## config.mk

```make
export PLATFORM = sky130hd
export DESIGN_NAME = exc_entry_ctrl
export DESIGN_NICKNAME = d
export VERILOG_FILES = /design/src/rtl/exc_pkg.sv /design/src/rtl/exc_pending.sv /design/src/rtl/exc_arbiter.sv /design/src/rtl/exc_state.sv /design/src/rtl/exc_entry_ctrl.sv
export SDC_FILE = /design/constraint.sdc
export NUM_CORES = 1
export LEC_CHECK = 0
export BUFFER_PORTS_ARGS = -buffer_cell sky130_fd_sc_hd__buf_2
export CAP_MARGIN = 20
export CORE_ASPECT_RATIO = 2
export CORE_UTILIZATION = 44
export DETAILED_ROUTE_END_ITERATION = 6
export PLACE_DENSITY = 0.8
export SKIP_CTS_REPAIR_TIMING = 1
export SLEW_MARGIN = 5
export SYNTH_ARGS = -nofsm -noshare
export SYNTH_HDL_FRONTEND = slang
export SYNTH_SLANG_ARGS = --single-unit
```

## constraint.sdc

```tcl
create_clock -name clk -period 2 [get_ports clk]
set_input_delay 0.2 -clock clk [delete_from_list [all_inputs] [get_ports clk]]
set_output_delay 0.2 -clock clk [all_outputs]
set_load 0.1 [all_outputs]
```

## src/rtl/exc_pkg.sv

```systemverilog
package exc_pkg;

  localparam int unsigned NSRC = 6;
  localparam int unsigned CW   = $clog2(NSRC);

  typedef enum logic [CW-1:0] {
    CAUSE_RESET = 3'd0,
    CAUSE_SBRK  = 3'd1,
    CAUSE_RSVD  = 3'd2,
    CAUSE_ADDR  = 3'd3,
    CAUSE_TRAP  = 3'd4,
    CAUSE_EXTI  = 3'd5
  } cause_e;

  // sources gated by the enable flag (bit index == cause code)
  localparam logic [NSRC-1:0] MASKABLE_SRC = 6'b111100;
  // sources remembered until accepted
  localparam logic [NSRC-1:0] HELD_SRC     = 6'b011110;

endpackage

```

## src/rtl/exc_pending.sv

```systemverilog
module exc_pending
  import exc_pkg::*;
#(
  parameter int unsigned N = NSRC,
  parameter logic [N-1:0] HOLD = HELD_SRC
) (
  input  logic         clk,
  input  logic         rst_n,
  input  logic         flush,
  input  logic [N-1:0] req,
  input  logic [N-1:0] grant,
  output logic [N-1:0] eff
);

  logic [N-1:0] held_q;

  always_ff @(posedge clk or negedge rst_n) begin
    if (!rst_n)
      held_q <= '0;
    else if (flush)
      held_q <= '0;
    else
      held_q <= (held_q | req) & ~grant & HOLD;
  end

  assign eff = req | held_q;

endmodule

```

## src/rtl/exc_arbiter.sv

```systemverilog
module exc_arbiter
  import exc_pkg::*;
#(
  parameter int unsigned N = NSRC,
  parameter logic [N-1:0] MASKABLE = MASKABLE_SRC,
  localparam int unsigned W = (N > 1) ? $clog2(N) : 1
) (
  input  logic [N-1:0] req,
  input  logic         enable,
  output logic [N-1:0] grant,
  output logic         any,
  output logic [W-1:0] code
);

  logic [N-1:0] elig;
  logic [N:0]   taken_above;

  assign elig           = req & (~MASKABLE | {N{enable}});
  assign taken_above[0] = 1'b0;

  for (genvar g = 0; g < N; g++) begin : g_chain
    assign grant[g]         = elig[g] & ~taken_above[g];
    assign taken_above[g+1] = taken_above[g] | elig[g];
  end

  assign any = taken_above[N];

  always_comb begin
    code = '0;
    for (int i = 0; i < N; i++) begin
      if (grant[i]) code = W'(i);
    end
  end

endmodule

```

## src/rtl/exc_state.sv

```systemverilog
module exc_state #(
  parameter int unsigned PC_W = 32,
  parameter int unsigned CW   = 3
) (
  input  logic            clk,
  input  logic            rst_n,
  input  logic            take,
  input  logic            take_reset,
  input  logic [CW-1:0]   take_code,
  input  logic [PC_W-1:0] cur_pc,
  input  logic            rte,
  input  logic            ie_wr,
  input  logic            ie_wr_val,
  output logic            redirect,
  output logic [CW-1:0]   cause,
  output logic            ie,
  output logic [PC_W-1:0] bpc,
  output logic            resume
);

  logic ie_prior_q;

  always_ff @(posedge clk or negedge rst_n) begin
    if (!rst_n) begin
      redirect   <= 1'b0;
      cause      <= '0;
      ie         <= 1'b0;
      ie_prior_q <= 1'b0;
      bpc        <= '0;
      resume     <= 1'b0;
    end else begin
      redirect <= take;
      resume   <= 1'b0;
      if (take) cause <= take_code;
      if (take_reset) begin
        ie         <= 1'b0;
        ie_prior_q <= 1'b0;
        bpc        <= '0;
      end else if (take) begin
        ie_prior_q <= ie;
        ie         <= 1'b0;
        bpc        <= cur_pc;
      end else if (rte) begin
        ie     <= ie_prior_q;
        resume <= 1'b1;
      end else if (ie_wr) begin
        ie <= ie_wr_val;
      end
    end
  end

endmodule

```

## src/rtl/exc_entry_ctrl.sv

```systemverilog
module exc_entry_ctrl
  import exc_pkg::*;
#(
  parameter int unsigned PC_W = 32
) (
  input  logic            clk,
  input  logic            rst_n,
  input  logic            reset_req,
  input  logic            sbi_req,
  input  logic            rie_req,
  input  logic            ae_req,
  input  logic            trap_req,
  input  logic            ei_req,
  input  logic            rte,
  input  logic            ie_wr,
  input  logic            ie_wr_val,
  input  logic [PC_W-1:0] cur_pc,
  output logic            redirect,
  output logic [2:0]      cause,
  output logic            ie,
  output logic [PC_W-1:0] bpc,
  output logic            resume,
  output logic [PC_W-1:0] resume_pc
);

  logic [NSRC-1:0] raw_req;
  logic [NSRC-1:0] eff_req;
  logic [NSRC-1:0] grant;
  logic            any_grant;
  logic [CW-1:0]   grant_code;

  // bit index equals cause code
  assign raw_req = {ei_req, trap_req, ae_req, rie_req, sbi_req, reset_req};

  exc_pending #(.N(NSRC), .HOLD(HELD_SRC)) u_pending (
    .clk   (clk),
    .rst_n (rst_n),
    .flush (grant[CAUSE_RESET]),
    .req   (raw_req),
    .grant (grant),
    .eff   (eff_req)
  );

  exc_arbiter #(.N(NSRC), .MASKABLE(MASKABLE_SRC)) u_arb (
    .req    (eff_req),
    .enable (ie),
    .grant  (grant),
    .any    (any_grant),
    .code   (grant_code)
  );

  exc_state #(.PC_W(PC_W), .CW(CW)) u_state (
    .clk        (clk),
    .rst_n      (rst_n),
    .take       (any_grant),
    .take_reset (grant[CAUSE_RESET]),
    .take_code  (grant_code),
    .cur_pc     (cur_pc),
    .rte        (rte),
    .ie_wr      (ie_wr),
    .ie_wr_val  (ie_wr_val),
    .redirect   (redirect),
    .cause      (cause),
    .ie         (ie),
    .bpc        (bpc),
    .resume     (resume)
  );

  assign resume_pc = bpc;

endmodule

```

==> flow_summary.rst, run 1 <==
.. list-table::
   :header-rows: 1

   * - Metric
     - Value
   * - Starting DRT DRC Count
     - 32
   * - Actual slew at the worst max-slew pin
     - 934.1 ps
   * - Initial core utilization
     - 46.05%
   * - Fraction of layout cells with a size suffix above 1
     - 42.09%
   * - Fmax achieved
     - 599.2 MHz
   * - Clock buffers created by TritonCTS
     - 5
   * - First-pass GRT wire length
     - 7072 um
   * - Pin count of the biggest net entering global routing
     - 44
   * - Data arrival, critical path
     - 1870 ps
   * - Maximum net fanout on the critical path
     - 32
   * - Number of nets in the synthesized netlist
     - 260
   * - Die height
     - 97.30 um
   * - Growth of design area from synthesis to finish
     - 22.04%
   * - Post-detailed-route via-to-cell ratio
     - approximately 4.8
   * - Post-route clock period utilization
     - 83.45%
   * - RSZ-0062 raised after global routing
     - no
   * - Wire per inst
     - 12.28 um
   * - Overall via count from detail_route
     - 1682
   * - Final antenna diode count
     - 0
   * - Total track usage
     - 19.03%
   * - Clock latency reported for the late side of the worst-skew pair
     - 280 ps
   * - Clock Path Buffers
     - 2
   * - IO buf count
     - 112
   * - Clock tree from TritonCTS
     - built
   * - Power per cell area
     - 950.8 mW/mm2
   * - PnR Total Power
     - around 2.3 mW
   * - Flop and latch count out of synthesis
     - 43
   * - HPWL Detailed
     - 3158 um
   * - Overflow left after global routing
     - 0
   * - Post-route ant nets
     - 0
   * - Final count of hold timing violations
     - 0
   * - Run status
     - completed
   * - Post-layout minimum cycle time
     - 1669 ps
   * - Horiz. Die Dim
     - 49.65 um
   * - Startpoint type of the worst setup path
     - flop
   * - Post-synth cell types
     - 23
   * - DIE AREA
     - 0.004831 mm2
   * - Max-slew violations
     - 0
   * - Leakage dissipation
     - ~1.4 nW
   * - Number of global-route vias before repair
     - 1629
   * - Yosys warnings
     - 0
   * - 1st-pass router iterations
     - 4
   * - Initial antenna violation count
     - 0
   * - Number of standard cells after synthesis
     - between 200 and 250
   * - Library cell used as clock root buffer
     - sky130_fd_sc_hd__clkbuf_8
   * - Total standard cell area after synthesis
     - between 0.0015 and 0.002 mm2
   * - Sort of element at the end of the critical path
     - flop
   * - Nets@finish
     - 339
   * - Clock-pin slew on the worst setup and hold paths
     - 80 ps
   * - Placeable core area
     - around 0.0043 mm2
   * - Setup skew after layout
     - 7.128 ps
   * - H-Tree Depth
     - 2
   * - Worst vdd ir
     - around 0.59 mV
   * - Data required time of the worst path
     - 2200 ps
   * - Final setup TNS
     - 0 ps
   * - Number of fill cells in the layout
     - 433
   * - # IOs
     - 113
   * - Hold WC Path Type
     - in2async
   * - Sequential-to-total area share from yosys stat
     - a little over half
   * - Sequential cell area in the final layout
     - roughly 0.0011 mm2
   * - Max-Slew Margin vs Limit
     - 37.73%
   * - Post-Synthesis Mean Instance Area
     - around 9.2 um2
   * - Kind of critical path
     - reg2reg
   * - Clock sink total
     - 43
   * - # setup viols final
     - 0
   * - Routed wire length
     - about 4300 um
   * - Area of combinational cells with multiple inputs
     - 601.8 um2
   * - Weighted congestion at the end of routability-driven global placement
     - 0.7541
   * - Rows
     - 34
   * - Number of max-capacitance violations reported
     - 0
   * - Residual DRC
     - 0
==> report_power, final <==
group          leakage (nW)  switching, mW  internal, mW
sequential            0.558         0.0351         0.916
combinational         0.762          0.736         0.122
clock                0.0422          0.264         0.245
==> metrics by stage <==
step | instances | worst slack (ps) | hold slack (ps) | utilization [%] | area [um2]
after CTS | 351 | 349.1 | 72.47 | 56.20 | 2439
final | 351 | 331.0 | 59.89 | 56.20 | 2439
after global routing | 351 | 189.3 | 125.8 | 56.20 | 2439
after global placement | 343 | 421.3 | 381.3 | 54.33 | 2357
after floorplan | 217 | 192.1 | -95.59 | - | 1999
after detailed placement | 343 | 363.9 | 388.1 | 54.33 | 2357
==> final timing paths <==
kind / cells past startpoint / endpoint / start / slack (ps)
max: 5 / u_state.bpc[12] / u_pending.held_q[4] / 330
min: 1 / u_state.bpc[16] / rst_n / 60
min reg2reg: 2 / u_state.bpc[10] / u_state.bpc[10] / 530
max reg2reg: 5 / u_state.bpc[12] / u_pending.held_q[4] / 330
min in group clk: 3 / u_state.bpc[1] / cur_pc[1] / 140
max in group asynchronous: 1 / u_state.ie / rst_n / 1300
==> synthesized netlist by cell type <==
library cell                n  share of area, %
sky130_fd_sc_hd__nand2_1   67                13
sky130_fd_sc_hd__dfrtp_1   43                54
sky130_fd_sc_hd__a21oi_1   36               9.0
sky130_fd_sc_hd__buf_4     33                12
sky130_fd_sc_hd__nor2_1     8               1.5
sky130_fd_sc_hd__clkbuf_1   7               1.3
sky130_fd_sc_hd__buf_6      3               1.7
sky130_fd_sc_hd__a311oi_1   2              0.88
sky130_fd_sc_hd__inv_1      2              0.38
sky130_fd_sc_hd__nand3_1    2              0.50
sky130_fd_sc_hd__o21ai_0    2              0.50
sky130_fd_sc_hd__a211oi_1   1              0.38
sky130_fd_sc_hd__a21boi_0   1              0.38
sky130_fd_sc_hd__a32oi_1    1              0.44
sky130_fd_sc_hd__and3_1     1              0.31
sky130_fd_sc_hd__buf_2      1              0.25
sky130_fd_sc_hd__conb_1     1              0.19
sky130_fd_sc_hd__mux2i_1    1              0.50
sky130_fd_sc_hd__nand4_1    1              0.31
sky130_fd_sc_hd__nor3_1     1              0.25
sky130_fd_sc_hd__o21a_1     1              0.38
sky130_fd_sc_hd__o31ai_2    1              0.63
sky130_fd_sc_hd__o41ai_4    1               1.4
==> routing by layer <==
| layer | share of wire, % | track usage [%] | routed length (um) | vias up |
|---|---|---|---|---|
| li1 | - | - | - | 827 |
| met1 | 36 | 19.98 | 1561 | 792 |
| met2 | 58 | 34.93 | 2494 | 59 |
| met3 | 4.6 | 3.599 | 200 | 4 |
| met4 | 1.2 | 8.571 | 52 | 0 |
| met5 | 0 | 0 | 0 | - |
==> cells by family (layout without fill, tap and decap cells) <==
group	count (synthesis)	count (layout)	synth area share (%)
muxes	1	1	0.5010
DFF	43	43	53.85
buffers and inverters	46	126	16.03
other	1	1	0.1877
and+or+nand+nor	80	80	15.47
AOI/OAI and AO/OA	46	46	13.96
==> area by class of cell <==
| type | count | share of cell area [%] |
|---|---|---|
| clock inverter | 1 | 0.2052 |
| tap | 54 | 2.771 |
| timing repair buffer | 116 | 24.73 |
| inverter | 2 | 0.3079 |
| clock buffer | 7 | 3.130 |
| sequential | 43 | 44.18 |
| multi-input combinational | 128 | 24.68 |
==> sequential cells by signal, summed over array words and instances, names as in the netlist <==
register	count
u_pending.held_q	4
u_state.bpc	32
u_state.cause	3
u_state.ie	1
u_state.ie_prior_q	1
u_state.redirect	1
u_state.resume	1
==> critical path, cell delays in order (launching register included) <==
cell	delay, ps
sky130_fd_sc_hd__dfrtp_1	410
sky130_fd_sc_hd__o31ai_2	480
sky130_fd_sc_hd__and3_1	290
sky130_fd_sc_hd__buf_12	190
sky130_fd_sc_hd__nand2_1	70
sky130_fd_sc_hd__a21oi_1	140
==> cell usage in the layout (no fill, tap or decap), drive strengths merged <==
cell type / n
mux2i: 1
a311oi: 2
nor2: 8
a211oi: 1
o21a: 1
o41ai: 1
clkbuf: 7
inv: 2
a32oi: 1
dfrtp: 43
nor3: 1
a21oi: 36
o31ai: 1
nand4: 1
conb: 1
nand2: 67
nand3: 2
clkinv: 1
and3: 1
o21ai: 2
a21boi: 1
buf: 116
No activity file was read; power rests on OpenSTA's default activity.
==> run 2: changes to the inputs <==
CORE_UTILIZATION = 40   (was 44)
PLACE_DENSITY = 0.77   (was 0.8)
clock period = 1.5 ns   (was 2 ns; I/O delays follow)
==> run 2 against run 1 <==
Against the previous run:
- via count increased by 3.2%
- first-iteration DRC count grew 9.4%
- critical path depth is the same
- global-route usage decreased by 0.27 points
- cell count is 3.1% higher
- clock skew shrank 5.1 ps
- die area up 9.7%
- cell area is 5.6% higher
- clock power up 55%
- non-clock buffer count is 8 higher
- combinational power up 38%
- sequential power rose by 34%
- highest routed layer unchanged
==> flow_summary.rst, run 2 (same netlist as run 1, synthesis figures left out) <==
.. list-table::
   :header-rows: 1

   * - Metric
     - Value
   * - Maximum net fanout on the critical path
     - 16
   * - WHS Path Cells
     - 3
   * - Reg-to-reg slack, setup
     - 20 ps
   * - HPWL Detailed
     - 3528 um
   * - Total non-filler cell area in the finished layout
     - 0.002575 mm2
   * - Final antenna diode count
     - 0
   * - Final setup TNS
     - 0 ps
   * - Number of max-capacitance violations reported
     - 0
   * - Run status
     - completed
   * - Wire per inst
     - 13.62 um
   * - Number of global-route vias before repair
     - 1650
   * - Overflow left after global routing
     - 0
   * - Most used cells in the layout excluding fill and tap cells
     - 111 x sky130_fd_sc_hd__buf_2, 67 x sky130_fd_sc_hd__nand2_1, 42 x sky130_fd_sc_hd__dfrtp_1, 32 x sky130_fd_sc_hd__a21oi_1, 9 x sky130_fd_sc_hd__buf_4
   * - Clock latency reported for the late side of the worst-skew pair
     - 290 ps
   * - Pin count of the biggest net entering global routing
     - 38
   * - Final count of hold timing violations
     - 0
   * - Clock sink total
     - 43
   * - Clock tree from TritonCTS
     - built
   * - Starting DRT DRC Count
     - 35
   * - Top Layer Used
     - met4
   * - Residual DRC
     - 0
   * - Max-slew violations
     - 0
   * - Clock-pin slew on the worst setup and hold paths
     - 80 ps
   * - Worst vdd ir
     - 0.8200 mV
   * - Post-detailed-route via-to-cell ratio
     - 4.793
   * - Data arrival, critical path
     - 1690 ps
   * - Setup skew after layout
     - just under 2 ps
   * - Total track usage
     - 18.76%
   * - Data required time of the worst path
     - 1710 ps
   * - Die height
     - 102.0 um
   * - Startpoint type of the worst setup path
     - flop
   * - Horiz. Die Dim
     - ~52 um
   * - Detail Route met3 WL
     - 190 um
   * - Clock buffers created by TritonCTS
     - 5
   * - Weighted congestion at the end of routability-driven global placement
     - 0.7629
   * - Launch instance of the worst min-delay path
     - rte
   * - Commonest non-fill, non-tap cell in the layout
     - sky130_fd_sc_hd__buf_2
   * - Post-route ant nets
     - 0
   * - DIE AREA
     - 0.005299 mm2
   * - Post-route clock period utilization
     - between 90% and 100%
   * - Initial core utilization
     - 41.46%
   * - IO buf count
     - 112
   * - Area after DPL
     - 0.002417 mm2
   * - RSZ-0062 raised after global routing
     - yes
   * - # IOs
     - 113
   * - Fraction of layout cells with a size suffix above 1
     - 45.25%
   * - Detailed-routed wire length on met2
     - 2899 um
   * - Leading registers by flop count
     - u_state.bpc x32, u_pending.held_q x4, u_state.cause x3
   * - Leakage dissipation
     - 1.414 nW
   * - 1st-pass router iterations
     - 4
   * - First-pass GRT wire length
     - approximately 7200 um
   * - Fmax achieved
     - around 680 MHz
   * - Routed wire length
     - 4932 um
   * - Logic depth of the worst register-to-register path
     - 5
   * - # setup viols final
     - 0
   * - Fin worst setup slack
     - between 20 and 25 ps
   * - Clock Path Buffers
     - 2
   * - Library cell used as clock root buffer
     - sky130_fd_sc_hd__clkbuf_8
   * - Reg-to-reg startpoint
     - u_pending.held_q[3]
   * - Hold WC Path Type
     - in2reg
   * - Overall via count from detail_route
     - 1735
   * - Register with the most flip-flops
     - u_state.bpc
   * - Sort of element at the end of the critical path
     - flop
   * - M1 WL
     - 1750 um
   * - Rows
     - 36
   * - Hold path endpoint
     - u_state.resume
   * - Kind of critical path
     - reg2reg
   * - Largest register FFs
     - 32
   * - Growth of design area from synthesis to finish
     - 28.87%
   * - Initial antenna violation count
     - 0
   * - Power per cell area
     - 1256 mW/mm2
   * - Post-layout minimum cycle time
     - 1477 ps
   * - Worst reg2reg endpoint
     - u_state.bpc[13]
   * - Pre-CTS setup slack
     - -18.78 ps
   * - Placeable core area
     - roughly 0.0048 mm2
   * - H-Tree Depth
     - 2
   * - Nets@finish
     - 347
[run 2: cell count changes in the layout (fill, tap and decap cells not counted), moves of 2 or more]
| cell | before | now |
|---|---|---|
| sky130_fd_sc_hd__buf_4 | 3 | 9 |
| sky130_fd_sc_hd__a21oi_2 | 0 | 4 |
| sky130_fd_sc_hd__a21oi_1 | 36 | 32 |
| sky130_fd_sc_hd__clkbuf_8 | 5 | 7 |
[run 2: stage by stage]
| stage | total power, mW | hold slack (ps) | util (%) | instances |
|---|---|---|---|---|
| 4_1_cts | 3.263 | -204.4 | 52.23 | 360 |
| 3_5_place_dp | 2.457 | 116.0 | 50.16 | 352 |
| 2_1_floorplan | 2.296 | -145.6 | - | 217 |
| 6_report | 3.234 | 89.97 | 53.43 | 362 |
| 5_1_grt | 3.372 | 78.88 | 53.43 | 362 |
| 3_3_place_gp | 2.443 | 109.6 | 50.16 | 352 |
[run 2: final cells by class]
type / count / area (um2)
Inverter: 2 / 7.507
Tap cell: 57 / 71.32
Clock buffer: 8 / 100.1
Sequential cell: 43 / 1080
Multi-Input combinational cell: 128 / 630.6
Fill cell: 492 / 2245
Timing Repair Buffer: 124 / 685.7
[run 2: power breakdown]
part | leakage, nW | internal, mW | total, mW | switching, mW
Sequential | 0.557 | 1.22 | 1.27 | 0.0483
Combinational | 0.805 | 0.181 | 1.18 | 0.995
Clock | 0.0515 | 0.420 | 0.789 | 0.369
[run 2: worst max-delay path by stage]
stage                        startpoint         endpoint  slack [ps]  depth (start not counted)
floorplan                    u_state.ie  u_state.bpc[19]        -110                          7
global placement    u_pending.held_q[3]  u_state.bpc[19]          30                          5
detailed placement  u_pending.held_q[3]  u_state.bpc[27]         -20                          5
CTS                 u_pending.held_q[3]  u_state.bpc[27]         -40                          5
global route        u_pending.held_q[3]  u_state.bpc[20]         -60                          5
finish              u_pending.held_q[3]  u_state.bpc[13]          20                          5
[run 2: critical path, cell delays in order (launching register included)]
cell,delay [ps]
sky130_fd_sc_hd__dfrtp_1,420
sky130_fd_sc_hd__o41ai_4,340
sky130_fd_sc_hd__and3_4,270
sky130_fd_sc_hd__clkbuf_16,180
sky130_fd_sc_hd__nand2_1,60
sky130_fd_sc_hd__a21oi_1,130
[run 2: layer usage]
metal	vias up	global-route usage (%)
li1	842	-
met1	832	18.62
met2	53	34.22
met3	8	4.167
met4	0	10.60
met5	-	0
==> run 3: changes to the inputs <==
PLACE_DENSITY = default   (was 0.77)
PLACE_DENSITY_LB_ADDON = 0.3   (was default)
==> run 3 against run 2 <==
Against the previous run:
- the run now ends with setup timing left
- via count grew 1.0%
- core utilization increased by 2.5 points
- sequential power about the same
- critical path depth unchanged
- wire length increased by 2.1%
- largest cell class unchanged
- largest power group unchanged
==> flow_summary.rst, run 3 (same netlist as run 1, synthesis figures left out) <==
.. list-table::
   :header-rows: 1

   * - Metric
     - Value
   * - Worst path max stage delay
     - 410 ps
   * - Wire per inst
     - 13.72 um
   * - Initial core utilization
     - roughly two fifths
   * - Hold WC Path Type
     - in2reg
   * - Commonest non-fill, non-tap cell in the layout
     - sky130_fd_sc_hd__buf_2
   * - Power per cell area
     - 1213 mW/mm2
   * - # IOs
     - 113
   * - Ordered list of cells on the worst path
     - o41ai_4 -> and3_4 -> clkbuf_16 -> nand2_1 -> a21oi_1
   * - Starting DRT DRC Count
     - 24
   * - 1st-pass router iterations
     - 6
   * - Register with the most flip-flops
     - u_state.bpc
   * - Max-slew violations
     - 0
   * - Post-layout minimum cycle time
     - 1544 ps
   * - Overall via count from detail_route
     - 1753
   * - Weighted congestion at the end of routability-driven global placement
     - 0.7917
   * - Clock sink total
     - 43
   * - H-Tree Depth
     - 2
   * - Pin count of the biggest net entering global routing
     - 38
   * - Maximum net fanout on the critical path
     - 8
   * - Overflow left after global routing
     - 0
   * - Final antenna diode count
     - 0
   * - Fin worst setup slack
     - -44.47 ps
   * - Post-route clock period utilization
     - 103.0%
   * - Final count of hold timing violations
     - 0
   * - Number of fill cells in the layout
     - about 470
   * - Fraction of layout cells with a size suffix above 1
     - 47.42%
   * - Fmax achieved
     - 647.5 MHz
   * - PnR Total Power
     - 3.270 mW
   * - Share of the core filled with cells
     - 55.92%
   * - Horiz. Die Dim
     - 51.98 um
   * - DIE AREA
     - about 0.0053 mm2
   * - Rows
     - 36
   * - Nets@finish
     - 352
   * - Clock-pin slew on the worst setup and hold paths
     - ~80 ps
   * - Startpoint type of the worst setup path
     - flop
   * - Largest register FFs
     - 32
   * - Worst vdd ir
     - 0.9380 mV
   * - Post-detailed-route via-to-cell ratio
     - 4.777
   * - Crit-path slowest cell
     - sky130_fd_sc_hd__dfrtp_1
   * - HPWL Detailed
     - 3306 um
   * - Reg-to-reg slack, setup
     - -40 ps
   * - # setup viols final
     - 32
   * - Data required time of the worst path
     - between 1500 and 2000 ps
   * - IO buf count
     - 112
   * - Residual DRC
     - 0
   * - Library cell used as clock root buffer
     - sky130_fd_sc_hd__clkbuf_8
   * - Family of cells with the greatest summed delay on the critical path
     - compound AO/OA/AOI/OAI gates
   * - Number of global-route vias before repair
     - 1651
   * - Initial antenna violation count
     - 0
   * - Data arrival, critical path
     - between 1500 and 2000 ps
   * - Kind of critical path
     - reg2reg
   * - Clock tree from TritonCTS
     - built
   * - Placeable core area
     - between 0.004 and 0.005 mm2
   * - Setup skew after layout
     - 7.424 ps
   * - Total track usage
     - between 10% and 20%
   * - Clock buffers created by TritonCTS
     - 5
   * - Growth of design area from synthesis to finish
     - 34.88%
   * - Worst Path Buf+Inv
     - 1
   * - Clock Path Buffers
     - 2
   * - Post-route ant nets
     - 0
   * - Die height
     - approximately 100 um
   * - Number of max-capacitance violations reported
     - 0
   * - Leakage dissipation
     - 1.464 nW
   * - RSZ-0062 raised after global routing
     - yes
   * - Most used cells in the layout excluding fill and tap cells
     - 111 x sky130_fd_sc_hd__buf_2, 65 x sky130_fd_sc_hd__nand2_1, 42 x sky130_fd_sc_hd__dfrtp_1, 33 x sky130_fd_sc_hd__a21oi_1, 8 x sky130_fd_sc_hd__buf_4
   * - First-pass GRT wire length
     - 7196 um
   * - Clock latency reported for the late side of the worst-skew pair
     - 300 ps
   * - Run status
     - complete, but fails checks
   * - Sort of element at the end of the critical path
     - flop
   * - Routed wire length
     - slightly above 5000 um
   * - Failing checks
     - setup timing
   * - Leading registers by flop count
     - u_state.bpc x32, u_pending.held_q x4, u_state.cause x3
## run 3: cell count changes in the layout (fill, tap and decap cells not counted), moves of 2 or more
cell,delta
sky130_fd_sc_hd__nand2_2,+2
sky130_fd_sc_hd__buf_12,+2
sky130_fd_sc_hd__buf_6,+3
sky130_fd_sc_hd__nand3_4,+2
sky130_fd_sc_hd__nand3_1,-2
sky130_fd_sc_hd__nand2_1,-2
## run 3: metal layers
metal  GRT usage [%]  vias to the layer above  part of all wire, %  wire length (um)
met4           8.316                        0                  2.1               108
met5               0                        -                    0                 0
li1                -                      857                    -                 -
met1           18.20                      828                   36              1793
met2           34.62                       61                   57              2859
met3           5.060                        7                  5.4               274
## run 3: final cells by class
cell class	instances	area, um2	area share [%]
sequential	43	1080	40.07
timing repair buffer	129	777.0	28.83
inverter	2	7.507	0.2786
tap	57	71.32	2.646
multi-input combinational	128	659.4	24.47
clock buffer	8	100.1	3.714
## run 3: where the power goes
part	leakage, nW	total [mW]	switching [mW]	internal, mW
logic	0.855	1.20	1.00	0.199
clock network	0.0515	0.800	0.380	0.420
registers	0.557	1.27	0.0476	1.22
## run 3: path summary, 6_finish.rpt
kind / from / to / cells after the start
worst max-delay path: u_pending.held_q[2] / u_state.bpc[14] / 5
worst min-delay path: rte / u_state.resume / 3
worst max register to register: u_pending.held_q[2] / u_state.bpc[14] / 5
worst min register to register: u_state.cause[2] / u_state.cause[2] / 2
max in group asynchronous: rst_n / u_state.bpc[25] / 3
min in group asynchronous: rst_n / u_state.resume / 2
## run 3: stage by stage
stage | TNS, ps | cell area (um2) | setup WS [ps] | hold slack, ps | instances
final | -812.7 | 2695 | -44.47 | 73.23 | 367
after global routing | -4540 | 2695 | -167.9 | 74.57 | 367
after CTS | -1755 | 2535 | -77.60 | -223.6 | 359
after detailed placement | -1058 | 2435 | -53.34 | 105.7 | 351
after global placement | 0 | 2435 | 6.556 | 105.6 | 351
after floorplan | -2701 | 2024 | -106.0 | -145.6 | 217
## run 3: worst min-delay path, delay by kind of cell
family	cells	cell delay [ps]
AND/OR/NAND/NOR	1	40
buffers and inverters	2	160
